<file path="src/rtl/fpa_pkg.sv">
package fpa_pkg;
  // Register loads when the arbiter is held open or nothing is captured yet.
  function automatic logic capture_enable(input logic open_n, input logic any_captured);
    return (!open_n) || (!any_captured);
  endfunction
endpackage

</file>
<file path="src/rtl/fpa_sync.sv">
module fpa_sync #(
  parameter int W      = 4,
  parameter int STAGES = 2
) (
  input  logic         clk,
  input  logic [W-1:0] async_in,
  output logic [W-1:0] sync_out
);
  generate
    if (STAGES == 0) begin : g_bypass
      assign sync_out = async_in;
    end else begin : g_chain
      logic [W-1:0] stg [STAGES];
      always_ff @(posedge clk) begin
        stg[0] <= async_in;
      end
      for (genvar s = 1; s < STAGES; s++) begin : g_stage
        always_ff @(posedge clk) begin
          stg[s] <= stg[s-1];
        end
      end
      assign sync_out = stg[STAGES-1];
    end
  endgenerate
endmodule

</file>
<file path="src/rtl/fpa_or_tree.sv">
module fpa_or_tree #(
  parameter int W = 4
) (
  input  logic [W-1:0] vec,
  output logic         any
);
  localparam int DEPTH = (W <= 1) ? 0 : $clog2(W);
  localparam int LEAVES = 1 << DEPTH;

  logic node [1:2*LEAVES-1];

  generate
    for (genvar i = 0; i < LEAVES; i++) begin : g_leaf
      if (i < W) begin : g_real
        assign node[LEAVES+i] = vec[i];
      end else begin : g_pad
        assign node[LEAVES+i] = 1'b0;
      end
    end
    for (genvar k = 1; k < LEAVES; k++) begin : g_node
      assign node[k] = node[2*k] | node[2*k+1];
    end
  endgenerate

  assign any = node[1];
endmodule

</file>
<file path="src/rtl/fpa_capture.sv">
module fpa_capture #(
  parameter int W = 4
) (
  input  logic         clk,
  input  logic         load,
  input  logic [W-1:0] d,
  output logic [W-1:0] q
);
  always_ff @(posedge clk) begin
    if (load) begin
      q <= d;
    end
  end
endmodule

</file>
<file path="src/rtl/first_press_arbiter.sv">
module first_press_arbiter #(
  parameter int N           = 6,
  parameter int SYNC_STAGES = 2
) (
  input  logic         clk,
  input  logic         rst_n,
  input  logic [N-1:0] press_i,
  output logic [N-1:0] win_o,
  output logic         locked_o
);
  import fpa_pkg::*;

  logic [N-1:0] sync_q;
  logic [N-1:0] held_q;
  logic         any_held;
  logic         load_en;

  fpa_sync #(.W(N), .STAGES(SYNC_STAGES)) u_sync (
    .clk      (clk),
    .async_in (press_i),
    .sync_out (sync_q)
  );

  fpa_or_tree #(.W(N)) u_tree (
    .vec (held_q),
    .any (any_held)
  );

  assign load_en = capture_enable(rst_n, any_held);

  fpa_capture #(.W(N)) u_cap (
    .clk  (clk),
    .load (load_en),
    .d    (sync_q),
    .q    (held_q)
  );

  assign win_o    = held_q;
  assign locked_o = any_held;
endmodule

</file>
<file path="config.mk">
export PLATFORM = sky130hd
export DESIGN_NAME = first_press_arbiter
export DESIGN_NICKNAME = d
export VERILOG_FILES = /design/src/rtl/fpa_pkg.sv /design/src/rtl/fpa_sync.sv /design/src/rtl/fpa_or_tree.sv /design/src/rtl/fpa_capture.sv /design/src/rtl/first_press_arbiter.sv
export SDC_FILE = /design/constraint.sdc
export NUM_CORES = 1
export LEC_CHECK = 0
export BUFFER_PORTS_ARGS = -buffer_cell sky130_fd_sc_hd__clkbuf_2
export CORE_AREA = 10 10 47 49
export DETAILED_ROUTE_END_ITERATION = 10
export DIE_AREA = 0 0 57 59
export SYNTH_ARGS = -nofsm -noshare
export SYNTH_HDL_FRONTEND = slang
export SYNTH_SLANG_ARGS = --single-unit
</file>
<file path="constraint.sdc">
create_clock -name clk -period 2.7 [get_ports clk]
set_clock_uncertainty 0.15 [all_clocks]
set_input_delay 0 -clock clk [delete_from_list [all_inputs] [get_ports clk]]
set_output_delay 0 -clock clk [all_outputs]
set_load 0.02 [all_outputs]
</file>
==> summary.md <==
| Metric | Value |
|---|---|
| Run status | complete, no violations |
| EDFF count, synth | 6 |
| Net count of the mapped netlist | 30 |
| Worst-case vdd ir drop | 376 µV |
| Class of the tightest hold or removal check | primary input to flip-flop |
| Distinct cell type count of the synthesized netlist | 6 |
| Setup violations, final | 0 |
| Max H-tree Level | 1 |
| Launch instance of the worst min-delay path | rst_n |
| Cell type contributing the most total cell area after synthesis | dfxtp_1 |
| Number of design rule violations left after detail routing | 0 |
| Post-synthesis instance total | 22 |
| Leftover overflow at the end of global routing | 0 |
| Final standard cell area without fillers | 623 µm² |
| Worst r2r src | u_cap.q[1] |
| Height of the die | 59 µm |
| GP Congestion | 0.692 |
| TritonCTS clock tree | done |
| Number of input and output port buffers inserted | 14 |
| Mean cell area of the mapped netlist | 20.5 µm² |
| GRT Overall Usage | 4.20% |
| # diodes | 0 |
| Buffer count from post-CTS setup fixing | 0 |
| Total die area | 3360 µm² |
| Worst relative slew slack | 83.7% |
| Final period demand of the worst path | 1.47 ns |
| Fraction of registers with async set/reset | 0% |
| Endpoint kind of the worst setup timing path | flip-flop |
| Num rows | 14 |
| CTS sink cnt | 18 |
| Number of filler cells placed in the layout | 126 |
| Detailed router's first-iteration violation count | 0 |
| Setup Total Neg Slack | 0 ns |
| Clk_lat worst skew | 0.27 ns |
| Seq cells post-synth | 18 |
| Total wire length | 669 µm |
| Dpl cells | 52 |
| Sequential element share of the synthesized area | 93.3% |
| Data required time of the worst path | 2.52 ns |
| First-pass GRT wire length | 1100 µm |
| Setup repair after global routing missed its margin | false |
| Cell area after placement | 541 µm² |
| Via total after detailed routing | 239 |
| Final hold slack | 0.115 ns |
| I/O pin count | 15 |
| Maximum buffer depth of the clock tree | 2 |
| Post-synth design cell area | 450 µm² |
| Number of global-route vias before repair | 268 |
| Top-count cell post-synth | dfxtp_1 |
| Area of the core region | 1400 µm² |
| Max Freq | 679 MHz |
| Pwr/cell area | 715 nW/µm² |
| Number of routed nets with antenna violations | 0 |
| Signed area change from the synthesized netlist to the final layout | 38.3% |
| Path type of the worst setup path | flip-flop to flip-flop |
| Finished Layout Cells | 61 |
| Average routed wire per standard cell | 11.0 µm |
| Largest net degree at the start of global routing | 10 |
| Die Width | 57 µm |
| Max capacitance violation total | 0 |
| Crit path DAT | 1.30 ns |
| Clock root cell | clkbuf_4 |
| Initial Util | 32.1% |
| Net count, final | 55 |
| Most numerous cell types in the synthesized netlist | dfxtp_1 (12), edfxtp_1 (6) |
| Actual slew at the worst max-slew pin | 0.242 ns |
| Standby leakage power | 0.268 nW |
| CP Launch Point | u_cap.q[1] |
| Critical Path Fanout Max | 6 |
| Post-CTS clock slew at the launch and capture registers of the worst setup and hold paths | 0.08 ns |
| Drt via density | 3.92 |
| Count of synthesis-stage warnings from yosys | 0 |
| Flip-flop cell with the highest count after synthesis | dfxtp_1 |
| Final period util | 54.6% |
| Share of Yosys cell area claimed by the top area cell type | 53.3% |
| Top post-synthesis cells by area | dfxtp_1 (53%), edfxtp_1 (40%), nor4_2 (2.8%) |
| Cts bufs inserted | 3 |
| DRT Pass-1 Iters | 1 |
| Endpoints failing hold | 0 |
| Fraction of final layout cells sized beyond drive strength 1 | 40.0% |
| Antenna violations before repair | 0 |
| Post-layout power | 446 µW |
| Category of the worst setup path launch point | flip-flop |
| Max Transition Viols Final | 0 |
[critical path, stage by stage, from the launching register on]
cell      delay (ns)
edfxtp_1        0.42
nor4_2          0.32
a21bo_1         0.28
[state kept, by name (all words and copies together) (netlist names)]
| register | flops |
|---|---|
| u_cap.q | 6 |
| u_sync.g_chain.stg | 12 |
[layer usage]
metal	vias to the layer above	share of wire [%]	GRT usage [%]
met1	99	40	3.94
met4	0	0	3.02
met3	0	20	3.86
met5	-	0	0
li1	123	-	-
met2	17	40	5.74
[layout by cell type, fill, tap and decap left out]
cell type and n:
a21bo_1 1, clkbuf_2 14, clkbuf_4 3, dfxtp_1 12, dlygate4sd3_1 6, edfxtp_1 6
nand2_1 1, nor2_1 1, nor4_2 1
[timing repair]
| item | in CTS | in global routing |
|---|---|---|
| hold buffers | 6 | 0 |
| endpoints found under the hold margin | 6 | 0 |
| gates resized for setup | 0 | 0 |
[cell type report]
cell class | instances | area (µm²) | share of cell area [%]
clock buffer | 3 | 22.5 | 3.61
multi-input combinational | 4 | 30.0 | 4.82
sequential | 18 | 420 | 67.5
tap | 16 | 20.0 | 3.21
timing repair buffer | 20 | 130 | 20.9
[per-stage QoR]
stage               utilization, %  setup WS (ns)
CTS                           44.5           1.20
detailed placement            38.6           1.21
global placement              38.6           1.29
global route                  44.5           1.14
floorplan                        -           1.19
finish                        44.5           1.23
[power by group]
part           leakage (nW)  internal [mW]  switching [mW]
clock network        0.0138         0.0516          0.0670
logic                0.0943         0.0136          0.0133
registers             0.160          0.295         0.00491
[cells by family (layout without fill, tap and decap cells)]
family          after synthesis  in the layout  synth area share, %
compound gates                1              1                 2.22
flops                        18             18                 93.3
simple gates                  3              3                 4.44
buf+inv                       0             23                    0
[worst paths after layout]
path / cells after the start / endpoint / slack (ns)
max: 2 / u_cap.q[5] / 1.23
min: 2 / u_cap.q[0] / 0.12
max reg2reg: 2 / u_cap.q[5] / 1.23
min reg2reg: 0 / u_sync.g_chain.stg[1][0] / 0.18
No activity file was read; power rests on OpenSTA's default activity.
